$ cat config.mk
export PLATFORM = sky130hd
export DESIGN_NAME = ld_scan_ctrl
export DESIGN_NICKNAME = d
export VERILOG_FILES = /design/src/rtl/ld_scan_pkg.sv /design/src/rtl/ld_step_timer.sv /design/src/rtl/ld_scan_fsm.sv /design/src/rtl/ld_result_acc.sv /design/src/rtl/ld_scan_ctrl.sv
export SDC_FILE = /design/constraint.sdc
export NUM_CORES = 1
export LEC_CHECK = 0
export ABC_AREA = 1
export CORE_AREA = 2 2 47 49
export DETAILED_ROUTE_END_ITERATION = 8
export DIE_AREA = 0 0 49 51
export PLACE_DENSITY_LB_ADDON = 0.25
export SYNTH_ARGS = -nofsm -noshare
export SYNTH_HDL_FRONTEND = slang
export SYNTH_HIERARCHICAL = 1
export SYNTH_SLANG_ARGS = --single-unit
$ cat constraint.sdc
create_clock -name clk -period 2.2 [get_ports clk]
set_input_delay 0.22 -clock clk [delete_from_list [all_inputs] [get_ports clk]]
set_output_delay 0.22 -clock clk [all_outputs]
set_load 0.05 [all_outputs]
$ cat src/rtl/ld_scan_pkg.sv
package ld_scan_pkg;

    localparam int unsigned NUM_OUT = 4;

    typedef logic [1:0] sel_code_t;
    typedef logic [1:0] out_idx_t;

    typedef enum logic [1:0] {
        ST_IDLE  = 2'd0,
        ST_SETUP = 2'd1,
        ST_LOW   = 2'd2
    } scan_state_e;

    // One comparator sample request from the sequencer to the result store
    typedef struct packed {
        logic     sample;
        logic     publish;
        out_idx_t idx;
    } sample_cmd_t;

    // Round a nanosecond interval up to whole clock cycles, never below one
    function automatic int unsigned ns_to_cycles(input int unsigned ns,
                                                 input int unsigned period_ps);
        int unsigned c;
        c = (ns * 1000 + period_ps - 1) / period_ps;
        if (c == 0) c = 1;
        return c;
    endfunction

    function automatic int unsigned max_u(input int unsigned a, input int unsigned b);
        return (a > b) ? a : b;
    endfunction

    // The comparator mux decodes the select bits swapped relative to output number
    function automatic sel_code_t out_to_sel(input out_idx_t idx);
        return {idx[0], idx[1]};
    endfunction

endpackage

$ cat src/rtl/ld_step_timer.sv
module ld_step_timer #(
    parameter int unsigned CW = 5
) (
    input  logic          clk,
    input  logic          rst,
    input  logic          load,
    input  logic [CW-1:0] load_val,
    output logic          expired
);

    logic [CW-1:0] cnt;

    always_ff @(posedge clk) begin
        if (rst) begin
            cnt <= '0;
        end else if (load) begin
            cnt <= load_val;
        end else if (cnt != '0) begin
            cnt <= cnt - 1'b1;
        end
    end

    assign expired = (cnt == '0);

    // Phase lengths depend on a strict one-per-cycle countdown
    assert_count_down_R7: assert property (@(posedge clk) disable iff (rst)
        (!load && !expired) |=> (cnt == $past(cnt) - 1'b1));

    assert_load_value_R10: assert property (@(posedge clk) disable iff (rst)
        load |=> (cnt == $past(load_val)));

endmodule

$ cat src/rtl/ld_scan_fsm.sv
module ld_scan_fsm
    import ld_scan_pkg::*;
#(
    parameter int unsigned SETUP_CYC = 10,
    parameter int unsigned LOW_CYC   = 20,
    parameter int unsigned CW        = 5
) (
    input  logic          clk,
    input  logic          rst,
    input  logic          start,
    input  logic          tmr_expired,
    output logic          tmr_load,
    output logic [CW-1:0] tmr_val,
    output sel_code_t     chan_sel,
    output logic          pre_n,
    output sample_cmd_t   cmd,
    output logic          done
);

    localparam logic [CW-1:0] SETUP_LD = CW'(SETUP_CYC - 1);
    localparam logic [CW-1:0] LOW_LD   = CW'(LOW_CYC - 1);
    localparam out_idx_t      LAST_IDX = out_idx_t'(NUM_OUT - 1);

    scan_state_e state, state_n;
    out_idx_t    ch, ch_n;
    logic        done_n;

    always_comb begin
        state_n  = state;
        ch_n     = ch;
        tmr_load = 1'b0;
        tmr_val  = '0;
        cmd      = '0;
        done_n   = 1'b0;
        case (state)
            ST_IDLE: begin
                if (start) begin
                    state_n  = ST_SETUP;
                    ch_n     = '0;
                    tmr_load = 1'b1;
                    tmr_val  = SETUP_LD;
                end
            end
            ST_SETUP: begin
                if (tmr_expired) begin
                    state_n  = ST_LOW;
                    tmr_load = 1'b1;
                    tmr_val  = LOW_LD;
                end
            end
            ST_LOW: begin
                if (tmr_expired) begin
                    cmd.sample = 1'b1;
                    cmd.idx    = ch;
                    if (ch == LAST_IDX) begin
                        state_n     = ST_IDLE;
                        cmd.publish = 1'b1;
                        done_n      = 1'b1;
                    end else begin
                        state_n  = ST_SETUP;
                        ch_n     = ch + 1'b1;
                        tmr_load = 1'b1;
                        tmr_val  = SETUP_LD;
                    end
                end
            end
            default: state_n = ST_IDLE;
        endcase
    end

    always_ff @(posedge clk) begin
        if (rst) begin
            state    <= ST_IDLE;
            ch       <= '0;
            chan_sel <= '0;
            pre_n    <= 1'b1;
            done     <= 1'b0;
        end else begin
            state    <= state_n;
            ch       <= ch_n;
            chan_sel <= out_to_sel(ch_n);
            pre_n    <= (state_n != ST_LOW);
            done     <= done_n;
        end
    end

    assert_idle_strobe_high_R9: assert property (@(posedge clk) disable iff (rst)
        (state == ST_IDLE) |-> pre_n);

    assert_sel_steady_low_R4: assert property (@(posedge clk) disable iff (rst)
        !pre_n |=> (pre_n || $stable(chan_sel)));

    assert_done_single_R7: assert property (@(posedge clk) disable iff (rst)
        done |=> !done);

    assert_start_ignored_R8: assert property (@(posedge clk) disable iff (rst)
        (state == ST_SETUP && start && !tmr_expired) |=> (state == ST_SETUP && $stable(ch)));

endmodule

$ cat src/rtl/ld_result_acc.sv
module ld_result_acc
    import ld_scan_pkg::*;
(
    input  logic               clk,
    input  logic               rst,
    input  sample_cmd_t        cmd,
    input  logic               cmp_bit,
    output logic [NUM_OUT-1:0] present
);

    logic [NUM_OUT-1:0] shadow, shadow_n;

    always_comb begin
        shadow_n = shadow;
        if (cmd.sample) shadow_n[cmd.idx] = cmp_bit;
    end

    always_ff @(posedge clk) begin
        if (rst) begin
            shadow  <= '0;
            present <= '0;
        end else begin
            shadow <= shadow_n;
            if (cmd.publish) present <= shadow_n;
        end
    end

    assert_publish_last_R7: assert property (@(posedge clk) disable iff (rst)
        cmd.publish |-> (cmd.sample && cmd.idx == out_idx_t'(NUM_OUT - 1)));

    assert_vector_holds_R7: assert property (@(posedge clk) disable iff (rst)
        !cmd.publish |=> $stable(present));

endmodule

$ cat src/rtl/ld_scan_ctrl.sv
module ld_scan_ctrl
    import ld_scan_pkg::*;
#(
    parameter int unsigned CLK_PERIOD_PS = 10000,
    parameter int unsigned SETUP_NS      = 100,
    parameter int unsigned LOW_NS        = 200,
    parameter int unsigned SETTLE_NS     = 100
) (
    input  logic        clk,
    input  logic        rst,
    input  logic        scan_start,
    input  logic        cmp_in,
    output logic [1:0]  chan_sel,
    output logic        pre_n,
    output logic [3:0]  load_present,
    output logic        scan_done
);

    localparam int unsigned SETUP_CYC  = ns_to_cycles(SETUP_NS, CLK_PERIOD_PS);
    localparam int unsigned SETTLE_CYC = ns_to_cycles(SETTLE_NS, CLK_PERIOD_PS);
    localparam int unsigned LOW_CYC    = max_u(ns_to_cycles(LOW_NS, CLK_PERIOD_PS), SETTLE_CYC);
    localparam int unsigned CW         = $clog2(max_u(SETUP_CYC, LOW_CYC) + 1);
    localparam int unsigned AW         = CW + 1;

    logic          tmr_load;
    logic [CW-1:0] tmr_val;
    logic          tmr_expired;
    sample_cmd_t   cmd;

    ld_step_timer #(.CW(CW)) u_timer (
        .clk      (clk),
        .rst      (rst),
        .load     (tmr_load),
        .load_val (tmr_val),
        .expired  (tmr_expired)
    );

    ld_scan_fsm #(
        .SETUP_CYC (SETUP_CYC),
        .LOW_CYC   (LOW_CYC),
        .CW        (CW)
    ) u_fsm (
        .clk         (clk),
        .rst         (rst),
        .start       (scan_start),
        .tmr_expired (tmr_expired),
        .tmr_load    (tmr_load),
        .tmr_val     (tmr_val),
        .chan_sel    (chan_sel),
        .pre_n       (pre_n),
        .cmd         (cmd),
        .done        (scan_done)
    );

    ld_result_acc u_acc (
        .clk     (clk),
        .rst     (rst),
        .cmd     (cmd),
        .cmp_bit (cmp_in),
        .present (load_present)
    );

    // Window counters for the strobe timing checks
    logic [AW-1:0] low_len;
    logic [AW-1:0] sel_age;
    logic [1:0]    sel_prev;

    always_ff @(posedge clk) begin
        if (rst) begin
            low_len  <= '0;
            sel_age  <= '0;
            sel_prev <= '0;
        end else begin
            low_len  <= pre_n ? '0 : ((low_len == '1) ? low_len : low_len + 1'b1);
            sel_prev <= chan_sel;
            if (chan_sel != sel_prev)  sel_age <= '0;
            else if (sel_age != '1)    sel_age <= sel_age + 1'b1;
        end
    end

    // At the sampled fall, sel_age counts the stable cycles after the first one
    assert_sel_setup_R3: assert property (@(posedge clk) disable iff (rst)
        $fell(pre_n) |-> (sel_age >= AW'(SETUP_CYC - 1)));

    assert_low_width_R4: assert property (@(posedge clk) disable iff (rst)
        $rose(pre_n) |-> (low_len == AW'(LOW_CYC)));

endmodule

==> impl_results.md, run 1 <==
* Nets at between 100 and 150
* Worst Path Max Fanout at 10
* Global route total overflow at 0
* WP data required at 2.38 ns
* Hold_buf cts at 0
* Clock skew at just over 0.008 ns
* Net Count, Synth at 134
* Register area at ~380 um^2
* GR Util met1 at 0.189
* Hold Path Cell Cnt at 2
* Unique masters post-synth at 24
* Vias in the first global route at 707
* Cells after synthesis at between 100 and 150
* Crit-path cells: inv_1, ha_1, nand3_2, clkinv_2, inv_2, nor2_8, inv_2, nor2_1, inv_1, nand3_1, nand2_1, nand2_1, a21oi_1
* Core region area at 2060 um^2
* Rel. slew slack at 0.668
* Die Area at 2500 um^2
* Routed wire per std cell at roughly 9.7 um
* Global-route met2 utilization at 0.256
* Final worst-path cycle share at 0.899
* Via count at 802
* Multi-input logic area at approximately 440 um^2
* Antenna violations before repair at 0
* CTS tree: done
* Status: complete, no violations
* Hold Vio Cnt, Final at 0
* RSZ-0062 raised after global routing: false
* ANT cells at 0
* Slew @ Worst Pin at just under 0.5 ns
* Clk_lat worst skew at 0.29 ns
* GRT Total Usage at 0.150
* Clk slew on worst S/H paths at 0.11 ns
* Fmax achieved at 506 MHz
* Sequential fraction of the synthesis area at 0.409
* Vias per cell at 4.69
* Synthesized area at 930 um^2
* Maximum buffer depth of the clock tree at 2
* Class of the worst hold path: flop to flop
* Die width at 49 um
* Root Driver: clkbuf_4
* Largest net degree at the start of global routing at 11
* Synth Flop Type: dfxtp_1
* Met3 Usage GRT at 0.0175
* Yosys top cell by area: dfxtp_1
* Post-synth top area share at 0.409
* Top post-synthesis cells by area: dfxtp_1, nand2_1, inv_1, nand3_1, nor2_1
* Worst path slowest cell: dfxtp_1
* Final Setup Violations at 0
* Remaining antenna violation count at 0
* Max cap viols at 0
* Initial core utilization at 0.451
* CTS buffer count at 3
* Share of cells above drive strength 1 at 0.161
* Fillcell total at 215
* Pleak at 0.481 nW
* Worst setup EP type: flop
* Pins Over Slew Limit at 0
* Crit path largest cell delay at 0.32 ns
* WP data arrival at 2.16 ns
* Post-DP HPWL at between 1000 and 1500 um
* R2R cell count at 13
* Routability Congestion at 0.845
* Setup crit start kind: flop
* Number of H-tree levels at 1
* FFs w/ async S/R, synth at 0
* Synth Warn # at 6
* CTS resizes at 0
* I/O Pins at 12
* Fin Setup TNS at 0 ns
* Fin crit period at 1.98 ns
* Total wire length at about 1700 um
* Port Buffer Count at 11
* Power density cells at 1010 nW/um^2
* First-pass GRT wire length at 2910 um
* Final Non-Filler Cells at 171
* WS Path Type: flop to flop
* Iter 0 DRT Violations at 14
* Cell Rows at 17
* Final Power at 1.10 mW
* Post-CTS Setup Bufs at 0
* Mean Syn Cell Area at 7.21 um^2
* Clock Sinks at 19
* Die Ht at 51 um
* Drt first pass iters at 4
* Yosys reg bits at 19
* Post-synth EDFFs at 0
* Placed Cells at 167
* Layout area overhead at 17.6%
* Drc violations at 0
* VDD IR max at 0.000579 V
* Busiest layer in global routing: met2
-- report_power, final --
group	internal, mW	total (mW)	switching (mW)
Sequential	0.396	0.436	0.0392
Clock	0.0703	0.169	0.0991
Combinational	0.164	0.496	0.332
-- critical path, delay by kind of cell (launching register included) --
family	cells	cell delay [ns]
AO/OA/AOI/OAI	1	0.06
buffers and inverters	5	0.48
AND/OR/NAND/NOR	6	0.76
flip-flops	1	0.32
adder cells (fa/ha/maj)	1	0.25
-- final timing paths --
check / start / endpoint / slack, ns
worst max-delay path: u_timer/cnt[0]$_SDFFE_PP0P_ / u_acc/present[0]$_SDFFE_PP0P_ / 0.22
worst min-delay path: u_timer/cnt[4]$_SDFFE_PP0P_ / u_timer/cnt[4]$_SDFFE_PP0P_ / 0.49
worst max register to register: u_timer/cnt[0]$_SDFFE_PP0P_ / u_acc/present[0]$_SDFFE_PP0P_ / 0.22
worst min register to register: u_timer/cnt[4]$_SDFFE_PP0P_ / u_timer/cnt[4]$_SDFFE_PP0P_ / 0.49
-- routing by layer --
layer  vias to the layer above  wire, um
li1                        437         -
met1                       355       786
met2                         8       818
met3                         2        40
met4                         0        17
met5                         -         0
-- placed cells by master, fill, tap and decap left out, drive strengths merged --
cell           count
clkinv             1
nand3             14
nor3               2
ha                 1
dfxtp             19
o21bai             1
nand2             27
nand4              3
o21ai              8
conb               1
buf                2
inv               23
a21oi             10
xor2               1
nand3b             1
nor2              14
clkbuf             4
clkdlybuf4s50     11
-- final cells by class --
class,count,share of cell area
Multi-Input combinational cell,83,0.398
Inverter,24,0.0835
Clock buffer,4,0.0240
Timing Repair Buffer,13,0.114
Sequential cell,19,0.348
Tap cell,28,0.0320
-- cell families (layout without fill, tap and decap cells) --
| kind of cell | count (synthesis) | count (layout) | share of synthesized area |
|---|---|---|---|
| xor gates and xnor gates | 1 | 1 | 0.00942 |
| adders and majority gates | 1 | 1 | 0.0135 |
| other | 1 | 1 | 0.00403 |
| and+or+nand+nor | 61 | 61 | 0.324 |
| buffers and inverters | 27 | 41 | 0.122 |
| DFF | 19 | 19 | 0.409 |
| AOI/OAI and AO/OA | 19 | 19 | 0.117 |
-- synthesized netlist by cell type, types with 2 or more instances --
| cell type | number |
|---|---|
| o21ai_0 | 6 |
| inv_2 | 6 |
| a21oi_1 | 7 |
| nor2_1 | 12 |
| o21ai_1 | 2 |
| dfxtp_1 | 19 |
| nand4_1 | 3 |
| buf_4 | 3 |
| inv_1 | 17 |
| nand2_1 | 24 |
| nand3_1 | 12 |
| nand3_2 | 2 |
| a21oi_2 | 3 |
| nand2_2 | 3 |
-- stage by stage --
step / utilization / worst slack, ns / hold WS, ns / instance area [um^2]
2_1_floorplan: - / 0.428 / 0.282 / 930
3_3_place_gp: 0.517 / 0.355 / 0.473 / 1070
3_5_place_dp: 0.517 / 0.265 / 0.473 / 1070
4_1_cts: 0.530 / 0.240 / 0.489 / 1090
5_1_grt: 0.530 / 0.0293 / 0.524 / 1090
6_report: 0.530 / 0.223 / 0.490 / 1090
No activity file was read; power rests on OpenSTA's default activity.
==> run 2: changes to the inputs <==
- CELL_PAD_IN_SITES_DETAIL_PLACEMENT: unset -> 1
- CELL_PAD_IN_SITES_GLOBAL_PLACEMENT: unset -> 1
- CORE_AREA: 2 2 47 49 -> 2 2 59 61
- DIE_AREA: 0 0 49 51 -> 0 0 61 63
- SLEW_MARGIN: unset -> 15
==> impl_results.md, run 2 (synthesis gave the netlist of run 1 again) <==
* Status: complete, no violations
* Worst path slowest cell: dfxtp_1
* DR WL met3 at 34 um (-15%)
* Most frequent cells in the layout: nand2_1, dfxtp_1, inv_1
* Min Hold Slack at 0.490 ns (-0.000541 ns)
* Post-DP HPWL at 1620 um (+25%)
* Slew @ Worst Pin at 0.569 ns (+0.0728 ns)
* RSZ-0062 raised after global routing: false
* Iter 0 DRT Violations at 2 (-12)
* Pins Over Slew Limit at 0 (unchanged)
* Die width at 61 um (+24%)
* Crit-path cells: inv_1, ha_1, nand3_2, clkinv_2, nand4_1, nand3_1, inv_2, nand4_1, o21ai_0, nor2_1
* Commonest non-fill, non-tap cell in the layout: nand2_1
* WP data arrival at 2.14 ns (-0.02 ns)
* Crit-path most repeated cell: nand4_1
* Root Driver: clkbuf_4
* Worst setup EP type: flop
* Core region area at 3230 um^2 (+57%)
* PnR worst setup slack at 0.259 ns (+0.0362 ns)
* ANT cells at 0 (unchanged)
* Rel. slew slack at 0.619 (-0.0487)
* Total wire length at 2060 um (+24%)
* Initial core utilization at 0.288 (-0.163)
* WS Path Type: flop to flop
* First-pass GRT wire length at 3820 um (+31%)
* Die Ht at 63 um (+24%)
* Number of H-tree levels at 1 (unchanged)
* Setup crit start kind: flop
* Placed inst area at 1080 um^2 (+1.4%)
* Class of the worst hold path: flop to flop
* Port Buffer Count at 11 (unchanged)
* Clk_lat worst skew at 0.29 ns (about the same)
* Via count at 829 (+3.4%)
* Final Setup Violations at 0 (unchanged)
* Global route total overflow at 0 (unchanged)
* GRT Total Usage at 0.128 (-0.0221)
* Vias in the first global route at 910 (+29%)
* CTS buffer count at 3 (unchanged)
* Largest net degree at the start of global routing at 14 (+3)
* Drc violations at 0 (unchanged)
* Final worst-path cycle share at 0.882 (-0.0165)
* Fmax achieved at 515 MHz (+1.9%)
* Dpl ws at 0.170 ns (-0.0948 ns)
* Remaining antenna violation count at 0 (unchanged)
* Met2 routed WL at 1000 um (+22%)
* Power density cells at 999 nW/um^2 (-0.85%)
* Drt first pass iters at 4 (unchanged)
* Clk slew on worst S/H paths at 0.11 ns (about the same)
* Pleak at 0.479 nW (-0.45%)
* Fin crit period at 1.94 ns (-0.0362 ns)
* Final Power at 1.11 mW (+0.85%)
* CTS tree: done
* Clock Sinks at 19 (unchanged)
* Post-CTS Setup Bufs at 0 (unchanged)
* Die Area at 3840 um^2 (+54%)
* I/O Pins at 12 (unchanged)
* VDD IR max at 0.000326 V (-44%)
* Share of cells above drive strength 1 at 0.169 (+0.00817)
* WL met1 at 984 um (+25%)
* Final instance area at 1110 um^2 (+1.7%)
* Routed wire per std cell at 11.0 um (+13%)
* Vias per cell at 4.41 (-6.0%)
* Layout area overhead at 19.7%
* Max cap viols at 0 (unchanged)
* Fin Setup TNS at 0 ns (unchanged)
* Nets at 148 (-0.67%)
* Cell Rows at 21 (+4)
* Hold Vio Cnt, Final at 0 (unchanged)
* Crit path largest cell delay at 0.40 ns (+0.08 ns)
* WP data required at 2.40 ns (+0.02 ns)
* Worst Path Max Fanout at 7 (-3)
* Highest routed layer: met4
* Routability Congestion at 0.824 (-2.4%)
* Antenna violations before repair at 0 (unchanged)
* Maximum buffer depth of the clock tree at 2 (unchanged)
* Clock skew at 0.00328 ns (-0.00480 ns)
-- run 2: cell count changes in the layout (fill, tap and decap cells not counted), sizes merged --
cell,previous run,this run
buf,2,1
clkbuf,4,3
clkinv,1,2
-- run 2: final timing paths --
kind | endpoint | start | slack (ns) | cells after the start
setup / recovery | u_timer/cnt[0]$_SDFFE_PP0P_ | u_timer/cnt[1]$_SDFFE_PP0P_ | 0.26 | 10
hold / removal | u_timer/cnt[4]$_SDFFE_PP0P_ | u_timer/cnt[4]$_SDFFE_PP0P_ | 0.49 | 2
setup reg to reg | u_timer/cnt[0]$_SDFFE_PP0P_ | u_timer/cnt[1]$_SDFFE_PP0P_ | 0.26 | 10
hold reg to reg | u_timer/cnt[4]$_SDFFE_PP0P_ | u_timer/cnt[4]$_SDFFE_PP0P_ | 0.49 | 2
-- run 2: repair_timing --
item / 4_1_cts / 5_1_grt
gates resized for setup: 0 / 1
hold buffers: 0 / 0
setup endpoints to repair: 0 / 3
-- run 2: through the flow --
step | util | instances
2_1_floorplan | - | 129
3_3_place_gp | 0.335 | 184
3_5_place_dp | 0.335 | 184
4_1_cts | 0.343 | 188
5_1_grt | 0.344 | 188
6_report | 0.344 | 188
-- run 2: power by group --
group	switching [mW]	total [mW]	internal, mW
sequential	0.0422	0.439	0.397
clock	0.110	0.178	0.0676
combinational	0.331	0.494	0.163
total	0.484	1.11	0.627
-- run 2: metal layers --
layer  vias up  GRT usage
met2         8      0.210
met5         -          0
met1       387      0.159
li1        430          -
met3         4     0.0207
met4         0     0.0571
-- run 2: layout make-up --
class | instances | area [um^2]
repair buffers | 12 | 118
clock buffers | 3 | 22.5
well taps | 46 | 57.6
multi-input cells | 83 | 438
clock inverters | 1 | 5.00
fillers | 413 | 2120
flip-flops and latches | 19 | 380
inverters | 24 | 91.3
-- run 2: worst max-delay path: cells and delay by family (launching register included) --
| family | cells | cell delay [ns] |
|---|---|---|
| flops | 1 | 0.40 |
| simple gates | 5 | 0.69 |
| fa+ha+maj | 1 | 0.24 |
| buf+inv | 3 | 0.34 |
| compound gates | 1 | 0.17 |
